==> src/rtl/i2cpm_pkg.sv <==
package i2cpm_pkg;

  typedef enum logic [2:0] {
    SLOT_IDLE, SLOT_START, SLOT_SEND, SLOT_RECV, SLOT_STOP
  } slot_e;

  typedef enum logic [2:0] {
    PH_IDLE, PH_START, PH_ADDR, PH_TX, PH_RX, PH_STOP
  } phase_e;

  // strobes from the sequencer to the bit path
  typedef struct packed {
    slot_e      slot;
    logic       busOwned;
    logic       load;
    logic [7:0] loadVal;
    logic       driveAck;
    logic       ackBit;
  } ctrl2dp_t;

  localparam logic [1:0] REG_CMD  = 2'd0;
  localparam logic [1:0] REG_BUF  = 2'd1;
  localparam logic [1:0] REG_STAT = 2'd2;
  localparam logic [1:0] REG_IEN  = 2'd3;

  localparam int CMD_OPEN  = 0;
  localparam int CMD_TX    = 1;
  localparam int CMD_RX    = 3;
  localparam int CMD_FINAL = 4;
  localparam int CMD_CLOSE = 5;
  localparam int CMD_GO    = 16;
  localparam int CMD_TGT   = 24;

  localparam int STAT_ACK  = 0;
  localparam int STAT_NAK  = 1;
  localparam int STAT_DONE = 16;
  localparam int BUF_OWNED = 16;

endpackage

==> src/rtl/i2cpm_bitpath.sv <==
module i2cpm_bitpath
  import i2cpm_pkg::*;
#(
  parameter int QUARTER_CYCLES = 25
) (
  input  logic       clk,
  input  logic       rstN,
  input  ctrl2dp_t   ctl,
  input  logic       sdaIn,
  output logic       slotDone,
  output logic       sampleBit,
  output logic [7:0] rxShift,
  output logic       sclDriveLow,
  output logic       sdaDriveLow
);

  localparam int CNT_W = $clog2(QUARTER_CYCLES + 1);
  localparam logic [CNT_W-1:0] CNT_LAST = CNT_W'(QUARTER_CYCLES - 1);

  logic [CNT_W-1:0] divCnt;
  logic [1:0]       qtr;
  logic [7:0]       txShift;
  logic             tick, sendBit, sclLowNext, sdaLowNext, sclHighData;

  assign tick     = (divCnt == CNT_LAST);
  assign slotDone = (ctl.slot != SLOT_IDLE) && tick && (qtr == 2'd3);
  assign sendBit  = ctl.driveAck ? ctl.ackBit : txShift[7];

  always_ff @(posedge clk or negedge rstN) begin
    if (!rstN) begin
      divCnt <= '0;
      qtr    <= '0;
    end else if (ctl.slot == SLOT_IDLE) begin
      divCnt <= '0;
      qtr    <= '0;
    end else if (tick) begin
      divCnt <= '0;
      qtr    <= qtr + 2'd1;
    end else begin
      divCnt <= divCnt + CNT_W'(1);
    end
  end

  always_ff @(posedge clk or negedge rstN) begin
    if (!rstN) begin
      txShift <= '0;
    end else if (ctl.load) begin
      txShift <= ctl.loadVal;
    end else if (slotDone && ctl.slot == SLOT_SEND && !ctl.driveAck) begin
      txShift <= {txShift[6:0], 1'b0};
    end
  end

  always_ff @(posedge clk or negedge rstN) begin
    if (!rstN) begin
      sampleBit <= 1'b1;
      rxShift   <= '0;
    end else if (ctl.slot == SLOT_RECV && tick && qtr == 2'd1) begin
      sampleBit <= sdaIn;
      rxShift   <= {rxShift[6:0], sdaIn};
    end
  end

  always_comb begin
    sclLowNext = 1'b0;
    sdaLowNext = 1'b0;
    unique case (ctl.slot)
      SLOT_IDLE:  sclLowNext = ctl.busOwned;
      SLOT_START: begin
        sclLowNext = (qtr == 2'd0 && ctl.busOwned) || qtr == 2'd3;
        sdaLowNext = qtr[1];
      end
      SLOT_SEND: begin
        sclLowNext = (qtr == 2'd0) || (qtr == 2'd3);
        sdaLowNext = !sendBit;
      end
      SLOT_RECV:  sclLowNext = (qtr == 2'd0) || (qtr == 2'd3);
      SLOT_STOP: begin
        sclLowNext = (qtr == 2'd0);
        sdaLowNext = !qtr[1];
      end
      default: ;
    endcase
  end

  always_ff @(posedge clk or negedge rstN) begin
    if (!rstN) begin
      sclDriveLow <= 1'b0;
      sdaDriveLow <= 1'b0;
    end else begin
      sclDriveLow <= sclLowNext;
      sdaDriveLow <= sdaLowNext;
    end
  end

  assign sclHighData = (ctl.slot == SLOT_SEND || ctl.slot == SLOT_RECV) &&
                       (qtr == 2'd1 || qtr == 2'd2);

  AST_SDA_HOLD: assert property (@(posedge clk) disable iff (!rstN)
    (sclHighData && $past(sclHighData)) |-> $stable(sdaLowNext));

  AST_IDLE_FREE: assert property (@(posedge clk) disable iff (!rstN)
    (ctl.slot == SLOT_IDLE && !ctl.busOwned) |=> (!sclDriveLow && !sdaDriveLow));

endmodule

==> src/rtl/i2cpm_ctrl.sv <==
module i2cpm_ctrl
  import i2cpm_pkg::*;
(
  input  logic        clk,
  input  logic        rstN,
  input  logic [1:0]  regAddr,
  input  logic        regWe,
  input  logic [31:0] regWdata,
  output logic [31:0] regRdata,
  output logic        irq,
  input  logic        slotDone,
  input  logic        sampleBit,
  input  logic [7:0]  rxShift,
  output ctrl2dp_t    ctl
);

  phase_e     state, nState;
  logic [3:0] bitIdx;
  logic [6:0] cTgt;
  logic       cOpen, cTx, cRx, cFinal, cClose;
  logic [7:0] txBuf, rxData;
  logic       busOwned;
  logic [2:0] statBits, ienBits, statSet, statClr;
  logic       cmdWrite, cmdAccept, noPhase, ackSlotEnd, pktFinish;
  phase_e     afterData;
  logic       unusedBits;

  assign unusedBits = ^{regWdata[31], regWdata[23:17], regWdata[15:8]};

  assign cmdWrite   = regWe && regAddr == REG_CMD;
  assign cmdAccept  = cmdWrite && regWdata[CMD_GO] && state == PH_IDLE;
  assign noPhase    = !(regWdata[CMD_OPEN] | regWdata[CMD_TX] |
                        regWdata[CMD_RX] | regWdata[CMD_CLOSE]);
  assign ackSlotEnd = slotDone && bitIdx == 4'd8;
  assign afterData  = cClose ? PH_STOP : PH_IDLE;

  always_comb begin
    nState = state;
    unique case (state)
      PH_IDLE: if (cmdAccept) begin
        if (regWdata[CMD_OPEN])       nState = PH_START;
        else if (regWdata[CMD_TX])    nState = PH_TX;
        else if (regWdata[CMD_RX])    nState = PH_RX;
        else if (regWdata[CMD_CLOSE]) nState = PH_STOP;
      end
      PH_START: if (slotDone) nState = PH_ADDR;
      PH_ADDR: if (ackSlotEnd) begin
        if (sampleBit)  nState = afterData;
        else if (cTx)   nState = PH_TX;
        else if (cRx)   nState = PH_RX;
        else            nState = afterData;
      end
      PH_TX, PH_RX: if (ackSlotEnd) nState = afterData;
      PH_STOP: if (slotDone) nState = PH_IDLE;
      default: nState = PH_IDLE;
    endcase
  end

  assign pktFinish = (state != PH_IDLE && nState == PH_IDLE) || (cmdAccept && noPhase);

  always_ff @(posedge clk or negedge rstN) begin
    if (!rstN) begin
      state  <= PH_IDLE;
      bitIdx <= '0;
    end else begin
      state <= nState;
      if (nState != state) bitIdx <= '0;
      else if (slotDone)   bitIdx <= bitIdx + 4'd1;
    end
  end

  always_ff @(posedge clk or negedge rstN) begin
    if (!rstN) begin
      cTgt <= '0; cOpen <= 1'b0; cTx <= 1'b0; cRx <= 1'b0;
      cFinal <= 1'b0; cClose <= 1'b0;
    end else if (cmdAccept) begin
      cTgt   <= regWdata[CMD_TGT +: 7];
      cOpen  <= regWdata[CMD_OPEN];
      cTx    <= regWdata[CMD_TX];
      cRx    <= regWdata[CMD_RX];
      cFinal <= regWdata[CMD_FINAL];
      cClose <= regWdata[CMD_CLOSE];
    end
  end

  always_ff @(posedge clk or negedge rstN) begin
    if (!rstN) begin
      busOwned <= 1'b0;
      txBuf    <= '0;
      rxData   <= '0;
    end else begin
      if (state == PH_START && slotDone)      busOwned <= 1'b1;
      else if (state == PH_STOP && slotDone)  busOwned <= 1'b0;
      if (regWe && regAddr == REG_BUF)        txBuf <= regWdata[7:0];
      if (state == PH_RX && slotDone && bitIdx == 4'd7) rxData <= rxShift;
    end
  end

  // status: set wins over a same-cycle clear
  assign statSet[0] = ackSlotEnd && (state == PH_ADDR || state == PH_TX) && !sampleBit;
  assign statSet[1] = ackSlotEnd && (state == PH_ADDR || state == PH_TX) && sampleBit;
  assign statSet[2] = pktFinish;
  assign statClr = (regWe && regAddr == REG_STAT) ?
                   {regWdata[STAT_DONE], regWdata[STAT_NAK], regWdata[STAT_ACK]} : 3'b000;

  always_ff @(posedge clk or negedge rstN) begin
    if (!rstN) begin
      statBits <= '0;
      ienBits  <= '0;
    end else begin
      statBits <= (statBits & ~statClr) | statSet;
      if (regWe && regAddr == REG_IEN)
        ienBits <= {regWdata[STAT_DONE], regWdata[STAT_NAK], regWdata[STAT_ACK]};
    end
  end

  assign irq = |(statBits & ienBits);

  always_comb begin
    regRdata = '0;
    unique case (regAddr)
      REG_CMD: begin
        regRdata[CMD_TGT +: 7] = cTgt;
        regRdata[CMD_GO]       = (state != PH_IDLE);
        regRdata[CMD_OPEN]     = cOpen;
        regRdata[CMD_TX]       = cTx;
        regRdata[CMD_RX]       = cRx;
        regRdata[CMD_FINAL]    = cFinal;
        regRdata[CMD_CLOSE]    = cClose;
      end
      REG_BUF: regRdata = {15'd0, busOwned, rxData, txBuf};
      REG_STAT: begin
        regRdata[STAT_ACK]  = statBits[0];
        regRdata[STAT_NAK]  = statBits[1];
        regRdata[STAT_DONE] = statBits[2];
      end
      default: begin
        regRdata[STAT_ACK]  = ienBits[0];
        regRdata[STAT_NAK]  = ienBits[1];
        regRdata[STAT_DONE] = ienBits[2];
      end
    endcase
  end

  always_comb begin
    ctl.busOwned = busOwned;
    ctl.ackBit   = cFinal;
    ctl.driveAck = (state == PH_RX) && bitIdx == 4'd8;
    ctl.load     = (nState != state) && (nState == PH_ADDR || nState == PH_TX);
    ctl.loadVal  = (nState == PH_ADDR) ? {cTgt, cRx} : txBuf;
    unique case (state)
      PH_START:     ctl.slot = SLOT_START;
      PH_STOP:      ctl.slot = SLOT_STOP;
      PH_ADDR, PH_TX: ctl.slot = (bitIdx < 4'd8) ? SLOT_SEND : SLOT_RECV;
      PH_RX:        ctl.slot = (bitIdx < 4'd8) ? SLOT_RECV : SLOT_SEND;
      default:      ctl.slot = SLOT_IDLE;
    endcase
  end

  AST_CMD_LOCK: assert property (@(posedge clk) disable iff (!rstN)
    (state != PH_IDLE && cmdWrite) |=> $stable(cTgt));

  AST_DONE_AT_END: assert property (@(posedge clk) disable iff (!rstN)
    $rose(statBits[2]) |-> (state == PH_IDLE));

  AST_ACK_SOURCE: assert property (@(posedge clk) disable iff (!rstN)
    $rose(statBits[0]) |-> $past(state == PH_ADDR || state == PH_TX));

  AST_IRQ_GATED: assert property (@(posedge clk) disable iff (!rstN)
    irq |-> (ienBits != 3'b000));

  AST_OWN_AFTER_OPEN: assert property (@(posedge clk) disable iff (!rstN)
    $rose(busOwned) |-> $past(state == PH_START));

endmodule

==> src/rtl/i2c_pkt_master.sv <==
module i2c_pkt_master
  import i2cpm_pkg::*;
#(
  parameter int QUARTER_CYCLES = 25
) (
  input  logic        clk,
  input  logic        rstN,
  input  logic [1:0]  regAddr,
  input  logic        regWe,
  input  logic [31:0] regWdata,
  output logic [31:0] regRdata,
  output logic        irq,
  input  logic        sdaIn,
  output logic        sclDriveLow,
  output logic        sdaDriveLow
);

  ctrl2dp_t   ctl;
  logic       slotDone, sampleBit;
  logic [7:0] rxShift;

  i2cpm_ctrl u_ctrl (
    .clk(clk), .rstN(rstN), .regAddr(regAddr), .regWe(regWe),
    .regWdata(regWdata), .regRdata(regRdata), .irq(irq),
    .slotDone(slotDone), .sampleBit(sampleBit), .rxShift(rxShift), .ctl(ctl)
  );

  i2cpm_bitpath #(.QUARTER_CYCLES(QUARTER_CYCLES)) u_bitpath (
    .clk(clk), .rstN(rstN), .ctl(ctl), .sdaIn(sdaIn),
    .slotDone(slotDone), .sampleBit(sampleBit), .rxShift(rxShift),
    .sclDriveLow(sclDriveLow), .sdaDriveLow(sdaDriveLow)
  );

endmodule

==> config.mk <==
export PLATFORM = sky130hd
export DESIGN_NAME = i2c_pkt_master
export DESIGN_NICKNAME = d
export VERILOG_FILES = /design/src/rtl/i2cpm_pkg.sv /design/src/rtl/i2cpm_bitpath.sv /design/src/rtl/i2cpm_ctrl.sv /design/src/rtl/i2c_pkt_master.sv
export SDC_FILE = /design/constraint.sdc
export NUM_CORES = 1
export LEC_CHECK = 0
export BUFFER_PORTS_ARGS = -buffer_cell sky130_fd_sc_hd__buf_2
export CORE_MARGIN = 3
export CORE_UTILIZATION = 55
export DETAILED_ROUTE_END_ITERATION = 10
export GPL_ROUTABILITY_DRIVEN = 0
export GPL_TIMING_DRIVEN = 0
export PLACE_DENSITY = 0.79
export SLEW_MARGIN = 20
export SYNTH_ARGS = -nofsm -noshare
export SYNTH_HDL_FRONTEND = slang
export SYNTH_HIERARCHICAL = 1
export SYNTH_SLANG_ARGS = --single-unit
export TNS_END_PERCENT = 1
==> constraint.sdc <==
create_clock -name clk -period 4.3 [get_ports clk]
set_input_delay 0.215 -clock clk [delete_from_list [all_inputs] [get_ports clk]]
set_output_delay 0.215 -clock clk [all_outputs]
set_load 0.05 [all_outputs]
# Word-level counts from Yosys, hierarchy flattened
# Cells that the tools add are included.
[op_classes] n_eq_ne=20 n_bitwise=7 mux=38 order_cmp=1 n_reduce_logical=50 n_addsub=3
[op_table] operator="two-way mux 3 bit" n=14
[op_table] operator="logical AND 1 bit" n=25
[op_table] operator="two-way mux 8 bit" n=3
[op_table] operator="equality test 3 x 2 -> 1 bit (second input constant)" n=6
[op_table] operator="one-hot mux 3 bit (5 select lines)" n=1
[op_table] operator="one-hot mux 3 bit (4 select lines)" n=1
[op_table] operator="two-way mux 10 bit" n=1
[op_table] operator="two-way mux 5 bit" n=2
[op_table] operator="equality test 3 bit (second input constant)" n=3
[op_table] operator="logical NOT 3 bit" n=3
[op_table] operator="two-way mux 4 bit" n=2
[op_table] operator="nonzero test 2 bit" n=4
[op_table] operator="two-way mux 7 bit" n=1
[op_table] operator="bitwise AND 3 bit" n=2
[op_table] operator="equality test 2 bit (second input constant)" n=3
[op_table] operator="equality test 3 x 1 -> 1 bit (second input constant)" n=2
[op_table] operator="two-way mux 1 bit" n=6
[op_table] operator="one-hot mux 1 bit (3 select lines)" n=2
[op_table] operator="one-hot mux 2 bit (3 select lines)" n=1
[op_table] operator="one-hot mux 3 bit (2 select lines)" n=1
[op_table] operator="nonzero test 3 bit" n=2
[op_table] operator="OR reduction 2 bit" n=3
[op_table] operator="adder 5 x 1 -> 5 bit (second input constant)" n=1
[op_table] operator="equality test 5 bit (second input constant)" n=1
[op_table] operator="other kinds (16)" n=29
[word_totals] reg_bits=68 output_inout_bits=35 wordCells=139 input_bits=38

# Depth between registers and ports, before layout
[logic_depth] ltp_word=13 ltp_mapped=16 mapped_depth_nobuf=13

# Hierarchy
# Netlist, hierarchy kept.
[by_module_without_submodules] mod="i2cpm_ctrl" cells_each=216 seq_area_each_um2=1051.0 area_each_um2=2412.3 n_inst=1
[by_module_without_submodules] mod="i2cpm_bitpath" cells_each=126 seq_area_each_um2=651.9 area_each_um2=1350.0 n_inst=1

# Least setup slack after synthesis
# No wires, ideal clock.
[synth_timing] path_type="register to register" start="register u_ctrl.state[2]" end="register u_bitpath.txShift[1]" stages_incl_launch_ff=15 arrival_ns=3.173 period_less_slack_ns=3.303 path_buffers=2 setup_ns=0.130 required_ns=4.170 setup_slack_ns=0.997 cell_sequence="dfrtp_1 > inv_2 > or3_4 > o22ai_1 > buf_6 > nor3_1 > nor3_1 > nand4b_1 > o21ai_0 > o211ai_1 > a31oi_1 > o31a_1 > clkbuf_1 > nor2b_1 > a21oi_1"
[synth_rtl] element="start: declaration" line="i2cpm_ctrl.sv:17" text="phase_e state, nState;"
[synth_rtl] element="start signal: assignment" line="i2cpm_ctrl.sv:66" text="state <= nState;"
[synth_rtl] element="end signal: assignment" line="i2cpm_bitpath.sv:48" text="txShift <= ctl.loadVal;"
[synth_rtl] element="end signal: assignment" line="i2cpm_bitpath.sv:50" text="txShift <= {txShift[6:0], 1'b0};"
[synth_rtl] element="end: declaration" line="i2cpm_bitpath.sv:22" text="logic [7:0] txShift;"

==> summary.txt <==
Critical path
  • Crit. End Element: register
  • Worst r2r src: u_ctrl/state[2]
  • Worst path required time: between 4000 and 5000 ps
  • Reg2reg path depth: 14
  • Slowest cell on crit path: dfrtp_1
  • CP startpoint kind: register
  • CP top delay family: compound AO/OA/AOI/OAI gates
  • Worst endpoint data arrival time: between 4000 and 5000 ps
  • Crit Path Max Fanout: 10
  • Flop2flop setup slack: 340 ps
  • RR Endpoint: u_bitpath/txShift[1]
  • Crit path kind: register to register
  • Worst-path cell chain: inv_2, or3_4, o22ai_1, buf_6, nor3_1, nor3_2, nand4b_1, o21ai_0, o211ai_1, a31oi_2, o31a_1, clkbuf_1, a41oi_1, a21oi_1
  • Crit path buffers/inverters: 3
  • Critical path's largest stage delay: 520 ps

Final layout
  • Share of layout cells above drive strength 1: 0.354
  • Final instance area: 4370 sq um
  • Filler Cell Count: 515
  • Syn-to-layout area delta: 16.2%
  • Cell Count, Final, Fillers Out: 490
  • Antenna cells: 0
  • Final Net Count: 453

Place
  • Dpl cells: 473
  • Placed cell area: 4150 sq um
  • Hpwl dp: 5.87 mm
  • Buffers added on ports: 46

Detailed routing
  • Pre-antenna DRT Iters: 6
  • Vias per std cell: 5.84
  • Wire per inst: 16.6 um
  • ANT nets after route: 0
  • Iter 0 DRT Violations: 202
  • Post-Route WL: slightly above 8 mm
  • M1 wire length: between 3 and 4 mm
  • Routed wl met3: approximately 450 um
  • DRC: 0
  • Routed vias: 2860
  • Met2 wire len: 4.03 mm
  • Top Metal Used: met4

STA
  • Final hold vios: 0
  • Least-Margin Pin Slew: 681 ps
  • Worst slew margin: 0.544
  • Unrepaired setup endpoints after global routing: no
  • Max Transition Viols Final: 0
  • Final setup vio count: 0
  • Fmax: 253 MHz
  • Worst Skew: roughly 13 ps
  • Final setup TNS: 0 ps
  • Fin crit share: 0.920
  • Post-route minimum period: 3960 ps

Synth
  • Number of synthesized flops with an enable pin: 0
  • Area leader, netlist: dfrtp_1
  • Top-count cell post-synth: dfrtp_1
  • Cells after Synth: between 300 and 400
  • Avg Inst Size Synth: 11.0 sq um
  • List of most frequent post-synthesis cells: dfrtp_1, mux2_2, nand2_1
  • Synth top area cells: dfrtp_1, mux2_2, and2_1
  • Mapped Area: 3760 sq um
  • Ys async rst share: 1.00
  • Sequential fraction of the synthesis area: 0.453
  • Top cell type's share of synthesized area: 0.446
  • Register bit total from synthesis: 68
  • Syn. warnings: 6
  • Synth Flop Type: dfrtp_1
  • Netlist cell types: 60

Clock tree
  • CTS tree: built
  • CTS root buffer: clkbuf_8
  • CTS buffer count: 9
  • H-tree depth: 3
  • CTS clock-pin slew for the worst setup and hold paths: 80 ps
  • Clock Tree Buf Depth: 2
  • Postcts setup bufs: 0
  • Clock latency on the worst-skew pair: 350 ps
  • Clk sinks: a little under 70

Worst hold path
  • HP Class: input pin to register
  • Worst hold path startpoint: regWdata[25]
  • Worst Hold End: u_ctrl/cTgt[1]
  • Min-Delay Path Depth: 2

GRT
  • Largest net degree at the start of global routing: 48
  • Initial antenna violation count: 0
  • Vias in the first global route: approximately 2.7k
  • First-pass GRT wire length: approximately 14 mm
  • GRT Util Overall: 0.225
  • Congestion Overflow GR: 0

Floorplanning
  • Site Rows: 29
  • Core box area: 6490 sq um
  • Die Width: 88.7 um
  • Die height: just under 90 um
  • Initial core utilization: 0.579
  • Die ar.: 7870 sq um
  • I/O Pins: 73

Power
  • Pleak: 2.01 nW
  • Max rail drop VDD: 0.315 mV
  • Power density over the cells: 543 nW/um^2

Run status
  • Status: finished clean

Job
  • Max_cap viols: 0
-- per-layer routing --
metal	vias to the layer above	track usage
li1	1345	-
met1	1421	0.308
met2	89	0.352
met3	5	0.0577
met4	0	0.0728
met5	-	0
-- logic make-up (layout without fill, tap and decap cells) --
kind of cell / count (synthesis) / in the layout / synth area share
compound gates: 60 / 60 / 0.115
xor+xnor: 6 / 6 / 0.0140
fa+ha+maj: 7 / 7 / 0.0233
buf+inv: 37 / 101 / 0.0532
flops: 68 / 68 / 0.453
mux: 54 / 54 / 0.169
other cells: 1 / 8 / 0.000997
simple gates: 109 / 109 / 0.172
-- layout make-up --
cell class              instances  area, sq um  share of cell area
multi-input cells             244         1900               0.434
plain buffers                  24          151              0.0346
clock inverters                 7         80.1              0.0183
repair buffers                 48          270              0.0618
inverters                      13         48.8              0.0112
flip-flops and latches         68         1700               0.390
well taps                      77         96.3              0.0220
clock buffers                   9          124              0.0283
-- power breakdown --
group | internal [mW] | leakage [nW] | switching [mW] | total (mW)
sequential | 0.785 | 0.870 | 0.107 | 0.892
combinational | 0.379 | 1.04 | 0.557 | 0.936
clock | 0.276 | 0.0973 | 0.271 | 0.546
total | 1.44 | 2.01 | 0.935 | 2.37
-- registers in the layout (all words and copies together) (netlist names), 2 cells and up --
register           cells
u_ctrl/cTgt            7
u_bitpath/divCnt       5
u_ctrl/statBits        3
u_bitpath/rxShift      8
u_ctrl/bitIdx          4
u_ctrl/rxData          8
u_ctrl/state           3
u_ctrl/ienBits         3
u_ctrl/txBuf           8
u_bitpath/txShift      8
u_bitpath/qtr          2
-- what timing repair did --
item | 4_1_cts | 5_1_grt
hold buffers | 1 | 0
endpoints found under the hold margin | 21 | 0
setup endpoints to repair | 0 | 8
resized for setup | 0 | 2
-- worst max path at each step --
stage / from / endpoint / slack [ps] / cells after the start
finish: u_ctrl/state[2] / u_bitpath/txShift[1] / 340 / 14
global route: u_ctrl/state[2] / u_bitpath/txShift[2] / 50 / 14
CTS: u_ctrl/state[2] / u_bitpath/txShift[6] / 170 / 14
detailed placement: u_ctrl/state[2] / u_bitpath/txShift[1] / 210 / 14
global placement: u_ctrl/state[2] / u_bitpath/txShift[1] / 250 / 14
floorplan: u_ctrl/state[2] / u_bitpath/txShift[1] / 1000 / 14
-- placed cells by master, fill, tap and decap left out, drive strengths merged, types with 9 or more instances in the layout --
master	Yosys	final
nor2	14	14
buf	17	64
and2	21	21
nor2b	17	17
clkbuf	7	16
inv	12	16
o31ai	9	9
a41oi	9	9
a21oi	13	13
mux2	46	46
nand2	23	23
dfrtp	67	67
o21ai	10	10
-- per-stage QoR --
step                      hold WS, ps   util  power, mW  setup slack (ps)
after floorplan                 -80.6      -       1.61               997
after global placement            447  0.634       1.80               254
after detailed placement          133  0.638       1.82               212
after CTS                        72.0  0.671       2.38               166
after global routing             69.9  0.673       2.53              53.7
final                            94.6  0.673       2.37               343
Note: power is estimated with default switching activity, not from simulation.
